===== config.mk =====
export PLATFORM = sky130hd
export DESIGN_NAME = dbg_trap_unit
export DESIGN_NICKNAME = d
export VERILOG_FILES = /design/src/rtl/dbg_pkg.sv /design/src/rtl/dbg_regs.sv /design/src/rtl/dbg_match.sv /design/src/rtl/dbg_trap_unit.sv
export SDC_FILE = /design/constraint.sdc
export NUM_CORES = 1
export LEC_CHECK = 0
export BUFFER_PORTS_ARGS = -buffer_cell sky130_fd_sc_hd__buf_2
export CAP_MARGIN = 20
export CORE_ASPECT_RATIO = 0.6
export CORE_MARGIN = 4
export CORE_UTILIZATION = 54
export CTS_BUF_LIST = sky130_fd_sc_hd__clkbuf_16
export CTS_CLUSTER_DIAMETER = 120
export DETAILED_ROUTE_END_ITERATION = 16
export GPL_ROUTABILITY_DRIVEN = 0
export GPL_TIMING_DRIVEN = 0
export PLACE_DENSITY = 0.77
export SYNTH_ARGS = -nofsm -noshare
export SYNTH_HDL_FRONTEND = slang
export SYNTH_SLANG_ARGS = --single-unit

===== constraint.sdc =====
create_clock -name clk_i -period 2.4 [get_ports clk_i]
set_input_delay 0.6 -clock clk_i [delete_from_list [all_inputs] [get_ports clk_i]]
set_output_delay 0.6 -clock clk_i [all_outputs]
set_load 0.01 [all_outputs]

===== src/rtl/dbg_pkg.sv =====
package dbg_pkg;
  localparam int unsigned SEL_W     = 3;
  localparam int unsigned VEC_W     = 8;
  localparam int unsigned CFG_LSB   = 8;
  localparam int unsigned CFG_PITCH = 4;
  localparam logic [SEL_W-1:0] SEL_STAT = 3'd4;
  localparam logic [SEL_W-1:0] SEL_CTRL = 3'd5;
  localparam logic [VEC_W-1:0] VEC_DBG  = 8'd1;
  localparam logic [VEC_W-1:0] VEC_BRK  = 8'd3;

  typedef enum logic [1:0] {
    BT_EXEC = 2'b00,
    BT_WR   = 2'b01,
    BT_RSV  = 2'b10,
    BT_RW   = 2'b11
  } bp_type_e;

  typedef struct packed {
    logic       en;
    bp_type_e   kind;
    logic [1:0] len;
  } bp_cfg_t;
endpackage


===== src/rtl/dbg_regs.sv =====
module dbg_regs
  import dbg_pkg::*;
#(
  parameter int unsigned NUM_BP = 4,
  parameter int unsigned AW     = 32,
  parameter int unsigned DW     = 32,
  localparam int unsigned STAT_W = NUM_BP + 1
) (
  input  logic                 clk_i,
  input  logic                 rst_ni,
  input  logic                 we_i,
  input  logic [SEL_W-1:0]     sel_i,
  input  logic [DW-1:0]        wdata_i,
  input  logic [STAT_W-1:0]    set_i,
  output logic [DW-1:0]        rdata_o,
  output logic [NUM_BP*AW-1:0] addr_o,
  output logic [DW-1:0]        ctrl_o,
  output logic [STAT_W-1:0]    stat_o
);
  logic [AW-1:0] addr_q [NUM_BP];
  logic [DW-1:0] ctrl_q;
  logic [STAT_W-1:0] stat_q;

  for (genvar i = 0; i < NUM_BP; i++) begin : g_addr
    always_ff @(posedge clk_i or negedge rst_ni) begin
      if (!rst_ni) addr_q[i] <= '0;
      else if (we_i && sel_i == SEL_W'(i)) addr_q[i] <= wdata_i[AW-1:0];
    end
    assign addr_o[i*AW +: AW] = addr_q[i];
  end

  always_ff @(posedge clk_i or negedge rst_ni) begin
    if (!rst_ni) begin
      ctrl_q <= '0;
      stat_q <= '0;
    end else begin
      if (we_i && sel_i == SEL_CTRL) ctrl_q <= wdata_i;
      // new hits are ORed after a software write so none is lost
      stat_q <= ((we_i && sel_i == SEL_STAT) ? wdata_i[STAT_W-1:0] : stat_q) | set_i;
    end
  end

  always_comb begin
    rdata_o = '0;
    if (sel_i == SEL_STAT) rdata_o = DW'(stat_q);
    else if (sel_i == SEL_CTRL) rdata_o = ctrl_q;
    else begin
      for (int i = 0; i < NUM_BP; i++)
        if (sel_i == SEL_W'(i)) rdata_o = DW'(addr_q[i]);
    end
  end

  assign ctrl_o = ctrl_q;
  assign stat_o = stat_q;
endmodule


===== src/rtl/dbg_match.sv =====
module dbg_match
  import dbg_pkg::*;
#(
  parameter int unsigned AW = 32
) (
  input  bp_cfg_t       cfg_i,
  input  logic [AW-1:0] bp_addr_i,
  input  logic          fetch_valid_i,
  input  logic [AW-1:0] fetch_addr_i,
  input  logic          data_valid_i,
  input  logic          data_we_i,
  input  logic [AW-1:0] data_addr_i,
  output logic          exec_hit_o,
  output logic          data_hit_o
);
  logic [AW-1:0] mask;
  logic          kind_ok;

  always_comb begin
    unique case (cfg_i.len)
      2'b00:   mask = '1;
      2'b01:   mask = {{(AW-1){1'b1}}, 1'b0};
      default: mask = {{(AW-2){1'b1}}, 2'b00};
    endcase
  end

  assign kind_ok    = (cfg_i.kind == BT_RW) || (cfg_i.kind == BT_WR && data_we_i);
  assign exec_hit_o = cfg_i.en && cfg_i.kind == BT_EXEC && fetch_valid_i
                      && fetch_addr_i == bp_addr_i;
  assign data_hit_o = cfg_i.en && data_valid_i && kind_ok
                      && ((data_addr_i ^ bp_addr_i) & mask) == '0;
endmodule


===== src/rtl/dbg_trap_unit.sv =====
module dbg_trap_unit
  import dbg_pkg::*;
#(
  parameter int unsigned NUM_BP   = 4,
  parameter int unsigned AW       = 32,
  parameter int unsigned DW       = 32,
  parameter int unsigned STEP_BIT = 8,
  parameter logic [7:0]  BRK_OPC  = 8'hCC
) (
  input  logic             clk_i,
  input  logic             rst_ni,
  input  logic             reg_we_i,
  input  logic [SEL_W-1:0] reg_sel_i,
  input  logic [DW-1:0]    reg_wdata_i,
  output logic [DW-1:0]    reg_rdata_o,
  input  logic             fetch_valid_i,
  input  logic [AW-1:0]    fetch_addr_i,
  input  logic [7:0]       fetch_opcode_i,
  input  logic             data_valid_i,
  input  logic             data_we_i,
  input  logic [AW-1:0]    data_addr_i,
  input  logic             retire_valid_i,
  input  logic [DW-1:0]    retire_flags_i,
  output logic             exc_req_o,
  output logic [VEC_W-1:0] exc_vec_o,
  output logic             exc_fault_o
);
  localparam int unsigned STAT_W = NUM_BP + 1;
  localparam int unsigned CFG_MSB = CFG_LSB + CFG_PITCH * NUM_BP - 1;

  logic [NUM_BP*AW-1:0] bp_addr;
  logic [DW-1:0]        ctrl;
  logic [STAT_W-1:0]    stat_q;
  logic [NUM_BP-1:0]    exec_hit, data_hit, bp_hit;
  logic                 step_hit, brk_hit, dbg_any;
  logic                 unused_bits;

  assign unused_bits = ^{retire_flags_i, ctrl[DW-1:CFG_MSB+1], ctrl[CFG_LSB-1:NUM_BP]};

  dbg_regs #(.NUM_BP(NUM_BP), .AW(AW), .DW(DW)) u_regs (
    .clk_i, .rst_ni,
    .we_i   (reg_we_i),
    .sel_i  (reg_sel_i),
    .wdata_i(reg_wdata_i),
    .set_i  ({step_hit, bp_hit}),
    .rdata_o(reg_rdata_o),
    .addr_o (bp_addr),
    .ctrl_o (ctrl),
    .stat_o (stat_q)
  );

  for (genvar i = 0; i < NUM_BP; i++) begin : g_bp
    bp_cfg_t cfg;
    assign cfg.en   = ctrl[i];
    assign cfg.kind = bp_type_e'(ctrl[CFG_LSB + CFG_PITCH*i +: 2]);
    assign cfg.len  = ctrl[CFG_LSB + CFG_PITCH*i + 2 +: 2];

    dbg_match #(.AW(AW)) u_match (
      .cfg_i        (cfg),
      .bp_addr_i    (bp_addr[i*AW +: AW]),
      .fetch_valid_i,
      .fetch_addr_i,
      .data_valid_i,
      .data_we_i,
      .data_addr_i,
      .exec_hit_o   (exec_hit[i]),
      .data_hit_o   (data_hit[i])
    );
    assign bp_hit[i] = exec_hit[i] | data_hit[i];
  end

  assign step_hit = retire_valid_i && retire_flags_i[STEP_BIT];
  assign brk_hit  = fetch_valid_i && fetch_opcode_i == BRK_OPC;
  assign dbg_any  = |bp_hit || step_hit;

  always_ff @(posedge clk_i or negedge rst_ni) begin
    if (!rst_ni) begin
      exc_req_o   <= 1'b0;
      exc_vec_o   <= '0;
      exc_fault_o <= 1'b0;
    end else begin
      exc_req_o   <= dbg_any || brk_hit;
      exc_vec_o   <= dbg_any ? VEC_DBG : (brk_hit ? VEC_BRK : '0);
      exc_fault_o <= |exec_hit;
    end
  end
endmodule


==> key figures, run 1 <==
Status
  – Status: finished with violations
  – Failing checks: negative setup slack

STA
  – Worst Skew: approximately 10 ps
  – Period utilization: 103.7%
  – # setup viols final: 18
  – Clock period minus final worst setup slack: 2489 ps
  – Unrepaired setup endpoints after global routing: yes
  – Final setup margin: -89.12 ps
  – Final Max Tran Viols: 0
  – Fmax: between 0.4 and 0.5 GHz
  – Least-Margin Pin Slew: approximately 630 ps
  – Slew margin rel.: 58.04%
  – Final hold vios: 0

Critical path
  – Slowest CP cell: o21ai_2
  – Critical Path RT: about 1800 ps
  – Endpoint class of the critical path: output pin
  – Crit-path max cell delay: roughly 180 ps
  – CP startpoint kind: input port
  – Worst Reg2Reg Path Length in Cells: 6
  – CP endpoint: reg_rdata_o[14]
  – Critical path's most frequent cell: buf_12
  – Worst r2r dst: exc_vec_o[1]$_DFF_PN0_
  – Critical Path Start: reg_sel_i[0]
  – WS Path Type: in -> out
  – R2r setup slk: -40 ps
  – Reg-to-reg startpoint: u_regs.addr_o[88]$_DFFE_PN0P_
  – Worst-path cell chain: buf_12 > buf_12 > buf_12 > buf_8 > nor2b_4 > buf_8 > a21oi_2 > o21ai_2 > buf_2
  – Crit path DAT: roughly 1900 ps
  – Crit path max fanout: 6

Die
  – Die Ht: approximately 120 um
  – Die footprint: 22940 um^2
  – Core box area: around 20000 um^2
  – Initial core utilization: 55.19%
  – FP Rows: 40
  – Die width: 192.9 um
  – IO Pins: 188

GRT
  – First-pass GRT wire length: between 50 and 60 mm
  – Largest net degree at the start of global routing: 93
  – Global Route Usage Sum: 34.38%
  – Vias in the first global route: around 8.6k
  – Initial antenna violation count: 1
  – Total grt overflow: 0

Final layout
  – Nets: between 1k and 1.5k
  – Share of cells above drive strength 1: about 37%
  – Most frequent cells in the layout: 224 x xnor2_1, 168 x dfrtp_1, 148 x mux2_2
  – Area Growth Syn to Fin: 15.70%
  – Antenna diode count: 0
  – Commonest non-fill, non-tap cell in the layout: xnor2_1

Clock network
  – Clk sinks: 168
  – Maximum clock insertion buffer count: 2
  – CTS root buffer: clkbuf_16
  – H-Tree Depth: 4
  – Clk_lat worst skew: between 400 and 500 ps
  – Clk pin slew, worst setup/hold paths: around 70 ps
  – TritonCTS clock tree: yes
  – CTS buffer count: 17

Synth
  – Number of synthesized register bits: between 150 and 200
  – Number of synthesized flops with an enable pin: 0
  – Register area share after synthesis: a little under two fifths
  – Post-synthesis average cell area: around 11 um^2
  – YS warnings: 0
  – Distinct cells, synth: 42
  – Syn Inst Count: 991
  – Netlist Area Pre-Place: around 11000 um^2
  – Post-synth top flop: dfrtp_1
  – Post-synth ARST share: 100.0%

Drt
  – Via count: 8996
  – DRC errors left: 0
  – Detail Route Antenna Nets: 0
  – Via/cell ratio: 6.421
  – WL/cell: ~28 um
  – DRT Pass-1 Iters: 8
  – Detailed Route WL: 39.45 mm
  – DR iter-0 viols: approximately 1.3k

Power and ir drop
  – Total power: 10.57 mW
  – Lkg Pwr: around 5.2 nW
  – Max VDD drop: between 0.0005 and 0.0006 V
  – PwrDens: ~820 nW/um^2

Min path
  – Worst min path class: in -> async

Placement
  – Hpwl dp: just over 30 mm
  – Place WS: -689.6 ps
  – IO Port Bufs: 89

Run
  – Max Cap Violations: 0
==> through the flow <==
| stage | TNS, ps | area [um^2] | cells | utilization (%) | hold WS [ps] |
|---|---|---|---|---|---|
| 2_1_floorplan | 0 | 11100 | 996 | - | 304.4 |
| 6_report | -644.9 | 12820 | 1401 | 63.86 | 120.3 |
| 3_5_place_dp | -12190 | 11920 | 1359 | 59.40 | 491.9 |
| 5_1_grt | -1256 | 12820 | 1401 | 63.86 | 185.1 |
| 4_1_cts | -500.5 | 12710 | 1399 | 63.33 | 156.8 |
| 3_3_place_gp | -327170 | 11880 | 1358 | 59.21 | 488.0 |
==> registers in the layout, indices dropped and copies added, names as in the netlist <==
| signal | count |
|---|---|
| exc_fault_o | 1 |
| u_regs.ctrl_o | 32 |
| u_regs.stat_o | 5 |
| exc_vec_o | 2 |
| u_regs.addr_o | 128 |
==> worst max-delay path: cells and delay by family <==
kind / cells / cell delay [ps]
and+or+nand+nor: 1 / 160
AOI/OAI and AO/OA: 2 / 250
buffers and inverters: 6 / 860
==> power breakdown <==
group	total (mW)	switching [mW]	internal, mW
Combinational	3.29	1.59	1.70
Sequential	4.53	1.09	3.44
Clock	2.75	1.30	1.45
Total	10.6	3.98	6.59
==> synthesized netlist by cell type, types with 20 or more instances <==
master,number,area [um^2]
clkbuf_1,20,75.07
buf_6,20,225.2
nand2_1,38,142.6
xnor2_1,225,1971
dfrtp_1,168,4204
mux2_2,148,1667
nand4_1,61,381.6
xor2_1,24,210.2
mux2i_1,20,200.2
buf_2,29,145.1
o21ai_0,27,135.1
nor2_1,31,116.4
==> timing repair <==
item / in CTS / in global routing
hold endpoints to repair: 0 / 0
pin swaps: 7 / 10
endpoints found under the setup margin: 32 / 35
setup buffers: 6 / 2
hold buffers: 0 / 0
gates resized for setup: 55 / 30
gates cloned: 2 / 0
==> area by class of cell <==
cell class,count,area (um^2)
sequential,168,4204
clock buffer,17,425.4
clock inverter,15,143.9
timing repair buffer,100,608.1
inverter,18,67.56
buffer,102,764.5
tap,273,341.6
multi-input combinational,708,6261
fill,1597,7253
==> per-layer routing <==
layer	track usage (%)	up-vias	wire (um)
li1	-	3670	-
met1	51.24	4492	16620
met2	45.49	706	15380
met3	15.03	121	6158
met4	8.798	7	1177
met5	0	-	117
==> how the worst min path moves through the flow <==
stage / end
3_5_place_dp: u_regs.stat_o[4]$_DFF_PN0_
4_1_cts: u_regs.addr_o[0]$_DFFE_PN0P_
2_1_floorplan: exc_fault_o$_DFF_PN0_
6_report: u_regs.addr_o[0]$_DFFE_PN0P_
3_3_place_gp: u_regs.ctrl_o[31]$_DFFE_PN0P_
5_1_grt: u_regs.addr_o[0]$_DFFE_PN0P_
==> cells by family after synthesis <==
logic type      synth area share (%)
compound gates                 4.055
xor+xnor                       20.72
buf+inv                        6.484
flops                          37.95
mux                            21.73
other cells                  0.03385
simple gates                   9.025
Power figures use the tool's default switching activity.
==> run 2, diff against run 1 <==
--- a/config.mk
+++ b/config.mk
@@ -7,15 +7,17 @@
 export LEC_CHECK = 0
 export BUFFER_PORTS_ARGS = -buffer_cell sky130_fd_sc_hd__buf_2
 export CAP_MARGIN = 20
+export CELL_PAD_IN_SITES_DETAIL_PLACEMENT = 2
+export CELL_PAD_IN_SITES_GLOBAL_PLACEMENT = 2
 export CORE_ASPECT_RATIO = 0.6
 export CORE_MARGIN = 4
-export CORE_UTILIZATION = 54
+export CORE_UTILIZATION = 37
 export CTS_BUF_LIST = sky130_fd_sc_hd__clkbuf_16
 export CTS_CLUSTER_DIAMETER = 120
 export DETAILED_ROUTE_END_ITERATION = 16
 export GPL_ROUTABILITY_DRIVEN = 0
 export GPL_TIMING_DRIVEN = 0
-export PLACE_DENSITY = 0.77
+export PLACE_DENSITY_LB_ADDON = 0.1
 export SYNTH_ARGS = -nofsm -noshare
 export SYNTH_HDL_FRONTEND = slang
 export SYNTH_SLANG_ARGS = --single-unit
==> run 2 against run 1 <==
Effect of this change: combinational power up 7.9%; sequential share of layout area down 0.55 points; highest routed layer is now met4; the flow still finishes with violations (negative setup slack); via count down 3.4%; register-to-register slack about the same; clock power about the same; sequential power about the same; clock skew about the same.
==> key figures, run 2 (synthesis results as in run 1) <==
Drt
  – DRC errors left: 0 (unchanged)
  – Detailed Route WL: 49.20 mm (+25%)
  – DR iter-0 viols: 799 (-36%)
  – Via count: 8686 (-3.4%)
  – WL/cell: 32.26 um (+15%)
  – DRT Pass-1 Iters: 5 (-3)
  – Via/cell ratio: 5.696 (-11%)
  – Detail Route Antenna Nets: 0 (unchanged)

Clock network
  – H-Tree Depth: 4 (unchanged)
  – CTS root buffer: clkbuf_16
  – Maximum clock insertion buffer count: 2 (unchanged)
  – Clk_lat worst skew: 460 ps (about the same)
  – Clk pin slew, worst setup/hold paths: 70 ps (about the same)
  – CTS buffer count: 17 (unchanged)
  – TritonCTS clock tree: yes
  – Clk sinks: 168 (unchanged)

Power and ir drop
  – Lkg Pwr: 5.266 nW (+0.39%)
  – Max VDD drop: 0.0003818 V (-29%)
  – Total power: 10.81 mW (+2.3%)
  – PwrDens: 829.1 nW/um^2 (+0.54%)

STA
  – Fmax: 0.4012 GHz (-0.13%)
  – Final hold vios: 0 (unchanged)
  – Worst Skew: 9.627 ps (-0.4176 ps)
  – Clock period minus final worst setup slack: 2492 ps (+3.292 ps)
  – Slew margin rel.: 51.31% (-6.7 points)
  – # setup viols final: 10 (-8)
  – Final setup margin: -92.41 ps (-3.292 ps)
  – Unrepaired setup endpoints after global routing: yes
  – Least-Margin Pin Slew: 730.4 ps (+101.0 ps)
  – Setup TNS: -356.4 ps (+288.5 ps)
  – Period utilization: 103.9% (+0.14 points)
  – Final Max Tran Viols: 0 (unchanged)

Run
  – Max Cap Violations: 0 (unchanged)

GRT
  – Vias in the first global route: 9068 (+5.4%)
  – Total grt overflow: 0 (unchanged)
  – Largest net degree at the start of global routing: 86 (-7.5%)
  – Global Route Usage Sum: 29.92% (-4.5 points)
  – Initial antenna violation count: 0 (-1)
  – First-pass GRT wire length: 68.95 mm (+21%)

Die
  – Die Ht: 142.0 um (+19%)
  – Die width: 231.4 um (+20%)
  – FP Rows: 48 (+20%)
  – IO Pins: 188 (unchanged)
  – Die footprint: 32860 um^2 (+43%)
  – Core box area: 29130 um^2 (+45%)
  – Initial core utilization: 38.03% (-17 points)

Final layout
  – Most frequent cells in the layout: 219 x xnor2_1, 168 x dfrtp_1, 148 x mux2_2
  – Register area: 4204 um^2 (unchanged)
  – Antenna diode count: 0 (unchanged)
  – Commonest non-fill, non-tap cell in the layout: xnor2_1
  – Post-Route Utilization: 44.76% (-19 points)
  – Nets: 1258 (-0.24%)
  – Largest register FFs: 128 (unchanged)
  – Fill count: 3013 (+89%)
  – Area Growth Syn to Fin: 17.69%
  – Multi-input logic area: 6312 um^2 (+0.82%)
  – Share of cells above drive strength 1: 37.87% (+0.54 points)

Critical path
  – Crit path DAT: 1890 ps (about the same)
  – Worst-path cell chain: buf_8 > buf_12 > buf_16 > buf_12 > mux2i_1 > nor2_1 > a21oi_2 > o21ai_2 > buf_2
  – Critical path's most frequent cell: buf_12
  – Endpoint class of the critical path: output pin
  – Worst Reg2Reg Path Length in Cells: 6 (unchanged)
  – Slowest CP cell: o21ai_2
  – Crit path max fanout: 5 (-1)
  – WS Path Type: in -> out
  – CP startpoint kind: input port
  – Crit-path max cell delay: 220 ps (+40 ps)
  – Critical Path RT: 1800 ps (about the same)

Placement
  – Hpwl dp: 38.47 mm (+27%)
  – IO Port Bufs: 89 (unchanged)
  – Place WS: -936.0 ps (-246.4 ps)

Status
  – Failing checks: negative setup slack
  – Status: finished with violations

Min path
  – Worst min path class: in -> async
run 2: cell type report:
class / instances / share of cell area, %
Multi-Input combinational cell: 708 / 48.42
Timing Repair Buffer: 98 / 4.732
Buffer: 101 / 5.999
Sequential cell: 168 / 32.25
Inverter: 18 / 0.5183
Tap cell: 400 / 3.839
Clock inverter: 15 / 0.9790
Clock buffer: 17 / 3.263
run 2: path summary, 6_finish.rpt:
kind / from / to / slack, ps
setup / recovery: reg_sel_i[0] / reg_rdata_o[13] / -90
hold / removal: rst_ni / u_regs.ctrl_o[1]$_DFFE_PN0P_ / 120
setup reg to reg: u_regs.addr_o[88]$_DFFE_PN0P_ / exc_vec_o[1]$_DFF_PN0_ / -30
hold reg to reg: u_regs.ctrl_o[28]$_DFFE_PN0P_ / u_regs.ctrl_o[28]$_DFFE_PN0P_ / 520
max in group asynchronous: rst_ni / u_regs.addr_o[125]$_DFFE_PN0P_ / 1390
min in group clk_i: retire_flags_i[8] / u_regs.stat_o[4]$_DFF_PN0_ / 420
run 2: metal layers:
layer  share of wire (%)  track usage, %  vias up
met1                  48           44.13     4680
met5                   0               0        -
met3                 8.6           10.60       36
met2                  42           43.28      292
li1                    -               -     3678
met4                0.88           4.142        0
run 2: worst max-delay path: cells and delay by family:
family | cells | cell delay, ps
AND/OR/NAND/NOR | 1 | 150
AO/OA/AOI/OAI | 2 | 280
multiplexers | 1 | 120
buffers and inverters | 5 | 720
run 2: repair_timing:
action,4_1_cts,5_1_grt
endpoints found under the setup margin,34,35
hold buffers,0,0
resized for setup,70,30
setup buffers,5,0
pin swaps,7,7
gates cloned,3,0
run 2: report_power, final:
group | switching, mW | internal [mW]
logic | 1.83 | 1.73
clock network | 1.33 | 1.43
registers | 1.06 | 3.44
total | 4.22 | 6.59
run 2: stage by stage:
stage	std cells	cell area (um^2)	hold WS, ps
finish	1525	13040	116.3
global route	1525	13040	175.9
global placement	1485	12040	488.0
floorplan	996	11100	304.4
detailed placement	1486	12080	499.7
CTS	1525	12920	161.5
==> run 3, diff against run 2 <==
--- a/config.mk
+++ b/config.mk
@@ -9,7 +9,6 @@
 export CAP_MARGIN = 20
 export CELL_PAD_IN_SITES_DETAIL_PLACEMENT = 2
 export CELL_PAD_IN_SITES_GLOBAL_PLACEMENT = 2
-export CORE_ASPECT_RATIO = 0.6
 export CORE_MARGIN = 4
 export CORE_UTILIZATION = 37
 export CTS_BUF_LIST = sky130_fd_sc_hd__clkbuf_16
==> run 3 against run 2 <==
Effect of this change: the run still ends with negative setup slack left; worst hold slack improved by 19 ps; sequential share of layout area decreased by 0.054 points; sequential cell count unchanged; via count decreased by 2.4%; non-clock buffer count increased by 2; design area increased by 0.26%; total power increased by 0.48%; first-iteration DRC count decreased by 16%; routed wire length decreased by 4.9%; combinational power decreased by 5%; critical endpoint is now reg_rdata_o[9]; largest cell class unchanged.
==> key figures, run 3 (synthesis results as in run 1) <==
Critical path
  – Worst Reg2Reg Path Length in Cells: 6 (unchanged)
  – CP startpoint kind: input port
  – R2r setup slk: 10 ps (+40 ps)
  – WS Path Type: in -> out
  – Worst r2r dst: exc_vec_o[1]$_DFF_PN0_
  – Crit path DAT: 1820 ps (-70 ps)
  – Critical Path Start: reg_sel_i[0]
  – Endpoint class of the critical path: output pin
  – Reg-to-reg startpoint: u_regs.addr_o[86]$_DFFE_PN0P_
  – Critical Path RT: 1800 ps (about the same)
  – Crit path max fanout: 5 (unchanged)

Final layout
  – Post-route cell area: 13070 um^2 (+0.26%)
  – Antenna diode count: 0 (unchanged)
  – Nets: 1260 (+0.16%)
  – Fill count: 3141 (+4.2%)
  – Register area: 4208 um^2 (about the same)
  – Share of cells above drive strength 1: 38.08% (+0.21 points)
  – Post-Route Utilization: 44.22% (-0.54 points)
  – Most frequent cells in the layout: 222 x xnor2_1, 165 x dfrtp_1, 148 x mux2_2
  – Commonest non-fill, non-tap cell in the layout: xnor2_1
  – Largest register FFs: 128 (unchanged)
  – Multi-input logic area: 6297 um^2 (-0.24%)
  – Area Growth Syn to Fin: 17.99%

GRT
  – Initial antenna violation count: 1 (+1)
  – First-pass GRT wire length: 66.16 mm (-4.1%)
  – Global Route Usage Sum: 28.22% (-1.7 points)
  – Vias in the first global route: 9225 (+1.7%)
  – Largest net degree at the start of global routing: 86 (unchanged)
  – Total grt overflow: 0 (unchanged)

Die
  – Die width: 181.0 um (-22%)
  – Die Ht: 181.0 um (+27%)
  – IO Pins: 188 (unchanged)
  – Initial core utilization: 37.47% (-0.56 points)
  – Die footprint: 32770 um^2 (-0.28%)
  – FP Rows: 63 (+31%)
  – Core box area: 29560 um^2 (+1.5%)

Power and ir drop
  – Max VDD drop: 0.0004651 V (+22%)
  – PwrDens: 831.0 nW/um^2 (+0.22%)
  – Total power: 10.86 mW (+0.48%)
  – Lkg Pwr: 5.287 nW (+0.40%)

Drt
  – Detail Route Antenna Nets: 0 (unchanged)
  – Via count: 8476 (-2.4%)
  – Via/cell ratio: 5.598 (-1.7%)
  – DRT Pass-1 Iters: 5 (unchanged)
  – DRC errors left: 0 (unchanged)
  – WL/cell: 30.89 um (-4.2%)
  – DR iter-0 viols: 674 (-16%)
  – Detailed Route WL: 46.77 mm (-4.9%)

STA
  – Unrepaired setup endpoints after global routing: yes
  – Period utilization: 101.0% (-2.9 points)
  – Fmax: 0.4127 GHz (+2.9%)
  – Final setup margin: -23.16 ps (+69.26 ps)
  – Setup TNS: -26.14 ps (+330.3 ps)
  – Worst Skew: 9.105 ps (-0.5215 ps)
  – Final Max Tran Viols: 0 (unchanged)
  – Least-Margin Pin Slew: 720.7 ps (-9.688 ps)
  – Final hold vios: 0 (unchanged)
  – # setup viols final: 2 (-8)
  – Clock period minus final worst setup slack: 2423 ps (-69.26 ps)
  – Slew margin rel.: 51.95% (+0.65 points)

Placement
  – Cell Area, Placed: 12070 um^2 (-0.10%)
  – Place WS: -907.7 ps (+28.37 ps)
  – Hpwl dp: 36.73 mm (-4.5%)
  – IO Port Bufs: 89 (unchanged)

Status
  – Failing checks: negative setup slack
  – Status: finished with violations

Clock network
  – TritonCTS clock tree: yes
  – Clk_lat worst skew: 450 ps (about the same)
  – Cts hold-fix bufs: 0 (unchanged)
  – CTS buffer count: 17 (unchanged)
  – CTS root buffer: clkbuf_16
  – H-Tree Depth: 4 (unchanged)
  – Maximum clock insertion buffer count: 2 (unchanged)
  – Clk pin slew, worst setup/hold paths: 60 ps (about the same)
  – Clk sinks: 168 (unchanged)

Run
  – Max Cap Violations: 0 (unchanged)

Min path
  – Worst min path class: in -> async
## run 3: cell types whose count changed in the layout (fill, tap and decap cells not counted), sizes merged
| cell | before | now |
|---|---|---|
| buf | 167 | 168 |
| bufinv | 1 | 4 |
| clkbuf | 49 | 50 |
| clkinv | 5 | 6 |
| clkinvlp | 6 | 1 |
| inv | 21 | 19 |
## run 3: power by group
group | switching (mW) | total (mW) | internal (mW)
logic | 1.66 | 3.38 | 1.72
registers | 1.10 | 4.54 | 3.44
clock network | 1.23 | 2.94 | 1.71
## run 3: worst max-delay path by stage
stage          cells after the start  slack (ps)                            end
4_1_cts                            7          -7                 reg_rdata_o[4]
5_1_grt                            9         -30                 reg_rdata_o[9]
6_report                           8         -20                 reg_rdata_o[9]
3_5_place_dp                       8        -910                 reg_rdata_o[9]
3_3_place_gp                       1       -2120  u_regs.ctrl_o[12]$_DFFE_PN0P_
2_1_floorplan                      6         120                reg_rdata_o[11]
## run 3: final cells by class
class	instances	area share, %
buffer	102	6.098
clock buffer	17	3.255
clock inverter	12	1.235
inverter	18	0.5169
multi-input combinational	708	48.18
sequential	168	32.19
tap	390	3.733
timing repair buffer	99	4.787
## run 3: repair_timing
item | CTS | global route
hold endpoints to repair | 0 | 0
gates resized for setup | 69 | 41
gates cloned | 2 | 1
endpoints found under the setup margin | 33 | 25
buffers inserted | 5 | 1
pin swaps | 4 | 7
## run 3: metrics by stage
step / cells / hold WS (ps)
CTS: 1512 / 180.1
global route: 1514 / 183.6
floorplan: 996 / 304.4
global placement: 1475 / 487.6
finish: 1514 / 135.4
detailed placement: 1476 / 493.1
## run 3: metal layers
layer  share of wire [%]  vias up  track usage, %
li1                    -     3665               -
met1                  44     4428           38.63
met2                  47      297           44.85
met3                 6.2       84           6.060
met4                 3.1        2           9.186
met5               0.028        -               0
## run 3: critical path, cell delays in order
cell and delay, ps:
buf_12 110, buf_12 130, buf_16 140, nor2b_4 220, buf_8 190, a21oi_2 70, o21ai_2 180, buf_2 170
